<file path="src/rtl/rot_pkg.sv">
package rot_pkg;
  localparam int ADDR_W = 7;
  localparam int TABLE_N = 1 << ADDR_W;
  localparam int COL_BITS = 4;
  localparam int PIPE_LAT = 3;

  typedef struct packed {
    logic advance;
    logic take;
    logic clear;
  } rotStrobe_t;
endpackage

</file>
<file path="src/rtl/rot_ctrl.sv">
module rot_ctrl
  import rot_pkg::*;
(
  input  logic              clk,
  input  logic              rst,
  input  logic              start,
  input  logic              ed,
  output rotStrobe_t        strb,
  output logic [ADDR_W-1:0] addr,
  output logic              rdy
);
  logic [ADDR_W-1:0] cntQ;
  logic [PIPE_LAT-1:0] validQ;

  always_comb begin
    strb.advance = ed;
    strb.take    = ed & ~start;
    strb.clear   = start;
  end

  // reset clears counter and valid chain; R2 restart; R3 step
  always_ff @(posedge clk) begin
    if (rst) begin
      cntQ   <= '0;
      validQ <= '0;
    end else begin
      if (start)   cntQ <= '0;
      else if (ed) cntQ <= cntQ + 1'b1;
      if (ed) validQ <= {validQ[PIPE_LAT-2:0], strb.take};
    end
  end

  assign addr = cntQ;
  assign rdy  = validQ[PIPE_LAT-1];

  p_restart_zero_r2: assert property (@(posedge clk) disable iff (rst)
    start |=> (cntQ == '0));
  p_count_step_r3: assert property (@(posedge clk) disable iff (rst)
    (ed && !start) |=> (cntQ == $past(cntQ) + 1'b1));
  p_idle_hold_r7: assert property (@(posedge clk) disable iff (rst)
    (!ed && !start) |=> ($stable(cntQ) && $stable(rdy)));
  p_start_bubble_r6: assert property (@(posedge clk) disable iff (rst)
    (start && ed) |=> !validQ[0]);
endmodule

</file>
<file path="src/rtl/rot_datapath.sv">
module rot_datapath
  import rot_pkg::*;
#(
  parameter int DATA_W  = 16,
  parameter int COEF_W  = 16,
  parameter bit INVERSE = 1'b0
) (
  input  logic                     clk,
  input  logic                     rst,
  input  rotStrobe_t               strb,
  input  logic [ADDR_W-1:0]        addr,
  input  logic signed [DATA_W-1:0] dr,
  input  logic signed [DATA_W-1:0] di,
  output logic signed [DATA_W-1:0] dor,
  output logic signed [DATA_W-1:0] doi
);
  localparam int PROD_W = DATA_W + COEF_W;
  localparam int SUM_W  = PROD_W + 1;
  localparam int MAXC   = (1 << (COEF_W - 1)) - 1;
  localparam real SCALE = 2.0 ** (COEF_W - 1);
  localparam real PI    = 3.14159265358979323846;

  function automatic int roundHalf(real x);
    if (x >= 0.0) return $rtoi(x + 0.5);
    else          return -$rtoi(0.5 - x);
  endfunction

  function automatic int satCode(real x);
    int v;
    v = roundHalf(x * SCALE);
    if (v > MAXC) v = MAXC;
    return v;
  endfunction

  function automatic int cosCode(int e);
    return satCode($cos(2.0 * PI * e / TABLE_N));
  endfunction

  function automatic int sinCode(int e);
    return satCode($sin(2.0 * PI * e / TABLE_N));
  endfunction

  logic signed [COEF_W-1:0] romRe [TABLE_N];
  logic signed [COEF_W-1:0] romIm [TABLE_N];

  // exponent = row * column of the 8x16 grid; R4/R8 coefficient codes
  for (genvar g = 0; g < TABLE_N; g++) begin : gRom
    localparam int EXPO  = ((g >> COL_BITS) * (g % (1 << COL_BITS))) % TABLE_N;
    localparam int COS_C = cosCode(EXPO);
    localparam int SIN_C = sinCode(EXPO);
    assign romRe[g] = COEF_W'(COS_C);
    if (INVERSE) begin : gInv
      assign romIm[g] = COEF_W'(SIN_C);
    end else begin : gFwd
      assign romIm[g] = COEF_W'(-SIN_C);
    end
  end

  logic signed [DATA_W-1:0] arQ, aiQ;
  logic signed [COEF_W-1:0] wrQ, wiQ;
  logic signed [PROD_W-1:0] pRrQ, pIiQ, pRiQ, pIrQ;
  logic signed [SUM_W-1:0]  sumRe, sumIm, shRe, shIm;

  always_comb begin
    sumRe = SUM_W'(pRrQ) - SUM_W'(pIiQ);
    sumIm = SUM_W'(pRiQ) + SUM_W'(pIrQ);
    shRe  = sumRe >>> (COEF_W - 1);
    shIm  = sumIm >>> (COEF_W - 1);
  end

  // capture, multiply, add/scale; R7: hold while not advancing
  always_ff @(posedge clk) begin
    if (rst) begin
      arQ <= '0; aiQ <= '0; wrQ <= '0; wiQ <= '0;
      pRrQ <= '0; pIiQ <= '0; pRiQ <= '0; pIrQ <= '0;
      dor <= '0; doi <= '0;
    end else if (strb.advance) begin
      arQ  <= dr;
      aiQ  <= di;
      wrQ  <= romRe[addr];
      wiQ  <= romIm[addr];
      pRrQ <= PROD_W'(arQ) * PROD_W'(wrQ);
      pIiQ <= PROD_W'(aiQ) * PROD_W'(wiQ);
      pRiQ <= PROD_W'(arQ) * PROD_W'(wiQ);
      pIrQ <= PROD_W'(aiQ) * PROD_W'(wrQ);
      dor  <= shRe[DATA_W-1:0];
      doi  <= shIm[DATA_W-1:0];
    end
  end

  p_out_hold_r7: assert property (@(posedge clk) disable iff (rst)
    !strb.advance |=> ($stable(dor) && $stable(doi)));
  p_row0_unity_r4: assert property (@(posedge clk) disable iff (rst)
    (strb.advance && addr[ADDR_W-1:COL_BITS] == '0) |=>
      (wrQ == COEF_W'(MAXC) && wiQ == '0));
endmodule

</file>
<file path="src/rtl/twiddle_rotator.sv">
module twiddle_rotator
  import rot_pkg::*;
#(
  parameter int DATA_W  = 16,
  parameter int COEF_W  = 16,
  parameter bit INVERSE = 1'b0
) (
  input  logic              clk,
  input  logic              rst,
  input  logic              start,
  input  logic              ed,
  input  logic [DATA_W-1:0] dr,
  input  logic [DATA_W-1:0] di,
  output logic              rdy,
  output logic [DATA_W-1:0] dor,
  output logic [DATA_W-1:0] doi
);
  rotStrobe_t        strb;
  logic [ADDR_W-1:0] addr;

  rot_ctrl uCtrl (
    .clk(clk), .rst(rst), .start(start), .ed(ed),
    .strb(strb), .addr(addr), .rdy(rdy)
  );

  rot_datapath #(.DATA_W(DATA_W), .COEF_W(COEF_W), .INVERSE(INVERSE)) uDp (
    .clk(clk), .rst(rst), .strb(strb), .addr(addr),
    .dr(dr), .di(di), .dor(dor), .doi(doi)
  );
endmodule

</file>
<file path="config.mk">
export PLATFORM = sky130hd
export DESIGN_NAME = twiddle_rotator
export DESIGN_NICKNAME = d
export VERILOG_FILES = /design/src/rtl/rot_pkg.sv /design/src/rtl/rot_ctrl.sv /design/src/rtl/rot_datapath.sv /design/src/rtl/twiddle_rotator.sv
export SDC_FILE = /design/constraint.sdc
export NUM_CORES = 2
export LEC_CHECK = 0
export BUFFER_PORTS_ARGS = -buffer_cell sky130_fd_sc_hd__buf_2
export CAP_MARGIN = 20
export CORE_ASPECT_RATIO = 1.5
export CORE_UTILIZATION = 60
export CTS_BUF_LIST = sky130_fd_sc_hd__clkbuf_2 sky130_fd_sc_hd__clkbuf_4 sky130_fd_sc_hd__clkbuf_8
export CTS_CLUSTER_SIZE = 40
export DETAILED_ROUTE_END_ITERATION = 10
export PLACE_DENSITY = 0.76
export SYNTH_ARGS = -nofsm -noshare
export SYNTH_HDL_FRONTEND = slang
export SYNTH_SLANG_ARGS = --single-unit
</file>
<file path="constraint.sdc">
create_clock -name clk -period 7.26 [get_ports clk]
set_clock_uncertainty 0.2 [all_clocks]
set_input_delay 0.726 -clock clk [delete_from_list [all_inputs] [get_ports clk]]
set_output_delay 0.726 -clock clk [all_outputs]
set_load 0.02 [all_outputs]
</file>
==> results.rst <==
.. list-table::
   :header-rows: 1

   * - Metric
     - Value
   * - Proportion of netlist area held by the largest area contributor
     - 38.9%
   * - Total routed wirelength
     - 175000 µm
   * - Number of buffers created by CTS
     - 47
   * - Routability-driven placement congestion ratio
     - 1.05
   * - Horizontal extent of the die
     - 244 µm
   * - Initial detailed-routing violation count
     - 3337
   * - Most common cell after layout, fill and taps aside
     - inv_1
   * - Buf/Inv on CP
     - 4
   * - List of cells traversed by the critical path
     - buf_4, nand2_1, fa_1, fa_1, fa_1, inv_1, fa_1, fa_1, inv_1, fa_1, inv_1, ha_1, a21o_1, a21oi_1, o21ai_0, a21oi_1, o211ai_1, a21oi_1, a21oi_1, or4_1, a31oi_1
   * - Count of clock tree sinks
     - between 200 and 250
   * - Vias
     - 44.0k
   * - Finished Cell Area
     - approximately 56000 µm²
   * - Most frequent cells in the layout
     - inv_1, fa_1, nand2_1, and2_1, ha_1
   * - Rows
     - 132
   * - Maximum frequency from static timing analysis
     - between 0.1 and 0.15 GHz
   * - Post-layout min period
     - 6.93 ns
   * - Power density relative to cell area
     - 147 nW/µm²
   * - Nets
     - between 7k and 8k
   * - Latest clock arrival within the worst-skew pair
     - slightly above 0.7 ns
   * - Post-Synthesis Cells
     - 6166
   * - Sum of overflow across all layers after global routing
     - 0
   * - Mean instance size in the synthesized netlist
     - around 8.6 µm²
   * - Final HPWL DP
     - 136000 µm
   * - TritonCTS clock tree
     - built
   * - Status
     - finished, final reports clean
   * - Antenna violations before repair
     - 9
   * - Worst vdd ir
     - 0.272 mV
   * - Fraction of final layout cells sized beyond drive strength 1
     - 6.52%
   * - Crit path max fanout
     - 14
   * - Syn_nets
     - between 7k and 8k
   * - Cell area after technology mapping
     - 52700 µm²
   * - Layout Utilization
     - 64.7%
   * - Vias in the first global route
     - around 47k
   * - Area added between synthesis and finish
     - 6.36%
   * - Ys async rst share
     - 0%
   * - Critical path endpoint category
     - flop
   * - Critical Setup Path Class
     - flop to flop
   * - Number of maximum-capacitance constraint violations
     - 0
   * - Number of flip-flops and latches in the synthesized netlist
     - 230
   * - H-tree depth
     - 2
   * - Most used flip-flop cell after synthesis
     - dfxtp_1
   * - Part of the Yosys area used for sequential elements
     - 8.73%
   * - Remaining antenna violation count
     - 0
   * - Data arrival time of the worst path
     - between 7 and 8 ns
   * - Required time at the worst-slack endpoint
     - 7.70 ns
   * - Max Slew Vio Count
     - 0
   * - Leading area contributor after synthesis
     - fa_1
   * - CP max-delay cell
     - dfxtp_1
   * - Max incr delay on CP
     - 0.77 ns
   * - Count of cell types in the netlist
     - 82
   * - Clock root buffer
     - clkbuf_8
   * - Slew at the pin closest to its max-slew limit
     - 1.21 ns
   * - Number of detailed-route iterations in the first pass
     - 6
   * - I/O Pins
     - 69
   * - Count of flip-flops with a built-in enable after synthesis
     - 0
   * - Largest net degree at the start of global routing
     - 140
   * - Sort of element at the start of the critical path
     - flop
   * - CTS clock-pin slew for the worst setup and hold paths
     - around 0.060 ns
   * - Top Family by Delay on Critical Path
     - adder cells
   * - Static leakage
     - 28.1 nW
   * - Total count of hold-check failures in the final report
     - 0
   * - Setup repair bufs after CTS
     - 0
   * - Number of buffers on the longest clock path
     - 3
   * - Area of the die
     - around 90000 µm²
   * - Total Routing Usage GR
     - 40.7%
   * - Critical Path Most Common Cell
     - fa_1
   * - Buffers added on ports
     - 68
   * - Post-route fraction of the period consumed by the critical path
     - 95.5%
   * - Remaining routing DRC violations
     - 0
   * - Core area
     - 86700 µm²
   * - Setup total negative slack
     - 0 ns
   * - Class of the worst hold path
     - primary input to flop
   * - Setup repair after global routing missed its margin
     - false
   * - Area of placed instances
     - roughly 55000 µm²
   * - Die Y
     - 365 µm
   * - Relative max-transition margin
     - 19.1%
   * - Wire length of the first global-routing pass
     - about 270000 µm
   * - Main area contributors after synthesis
     - fa_1, ha_1, dfxtp_1
   * - Starting density of the core
     - 60.8%
   * - Yosys warning count
     - 0
   * - Drt via density
     - between 6 and 7
   * - Setup-violating endpoint count in the final report
     - 0
   * - Wire length per cell
     - 24.0 µm
## layer usage
layer	routed length, µm	GRT usage, %	vias up
met4	18700	35.8	10
met5	72	0	-
met1	59100	44.8	22000
met2	83400	67.4	2104
li1	-	-	19100
met3	13700	7.84	742
## worst reg2reg max path: cells and delay by family (launching register included)
kind	cells	cell delay, ns
adder cells (fa/ha/maj)	7	3.30
AO/OA/AOI/OAI	8	1.64
flip-flops	1	0.77
AND/OR/NAND/NOR	2	0.50
buffers and inverters	4	0.47
## timing repair
action	4_1_cts	5_1_grt
gates resized for setup	0	5
hold endpoints to repair	0	0
endpoints found under the setup margin	0	4
hold buffers	0	0
## through the flow
step / instances / power [mW] / hold slack, ns / worst slack [ns]
floorplan: 6166 / 4.97 / 0.225 / 0.927
finish: 7295 / 8.27 / 0.0265 / 0.326
global placement: 7202 / 6.33 / 0.237 / 0.523
detailed placement: 7202 / 6.46 / 0.245 / 0.405
global route: 7290 / 8.88 / 0.0377 / 0.0137
CTS: 7287 / 8.23 / 0.00296 / 0.358
## cell type report
class	instances	area, µm²
multi-input combinational	4402	42400
fill	7282	30600
sequential	230	4620
inverter	1171	4400
timing repair buffer	262	2130
tap	1139	1430
clock buffer	65	820
clock inverter	20	297
antenna	6	15.0
## synthesized netlist by cell type (38+ instances only)
| library cell | count |
|---|---|
| nand2_1 | 714 |
| o21ai_0 | 218 |
| nand2b_1 | 38 |
| dfxtp_1 | 230 |
| inv_1 | 1170 |
| o211ai_1 | 43 |
| a21oi_1 | 238 |
| clkbuf_1 | 328 |
| xnor2_1 | 116 |
| and2_1 | 480 |
| fa_1 | 1024 |
| nor3_1 | 51 |
| ha_1 | 397 |
| nor2_1 | 358 |
| a21o_1 | 55 |
| nand3_1 | 62 |
| xor2_1 | 47 |
| a211oi_1 | 57 |
| mux2i_1 | 107 |
## power by group
group          internal (mW)  switching, mW
logic                   1.89           2.93
clock network          0.986          0.746
registers               1.48          0.251
total                   4.35           3.93
## cell families (layout without fill, tap and decap cells)
| family | Yosys count | after routing | synth area share [%] |
|---|---|---|---|
| muxes | 110 | 110 | 2.16 |
| buffers and inverters | 1534 | 1518 | 10.9 |
| and+or+nand+nor | 1830 | 1830 | 16.5 |
| other | 0 | 6 | 0 |
| AOI/OAI and AO/OA | 878 | 878 | 10.7 |
| adders and majority gates | 1421 | 1421 | 48.3 |
| DFF | 230 | 230 | 8.73 |
| xor gates and xnor gates | 163 | 163 | 2.71 |
## path summary, 6_finish.rpt
check	slack [ns]	cells after the start	from	to
min	0.03	2	start	uCtrl.validQ[0]
min reg2reg	0.26	2	uDp.pRrQ[29]	uDp.pRrQ[29]
max reg2reg	0.33	21	uDp.wiQ[2]	uDp.pIiQ[30]
max	0.33	21	uDp.wiQ[2]	uDp.pIiQ[30]
## flip-flops by register name, summed over array words and instances, names as in the netlist
signal,flops
uDp.doi,16
uCtrl.validQ,3
uDp.dor,16
uDp.pIrQ,31
uDp.pIiQ,31
uDp.wrQ,16
uCtrl.addr,7
uDp.arQ,16
uDp.wiQ,16
uDp.aiQ,16
uDp.pRrQ,31
uDp.pRiQ,31
Note: power is estimated with default switching activity, not from simulation.
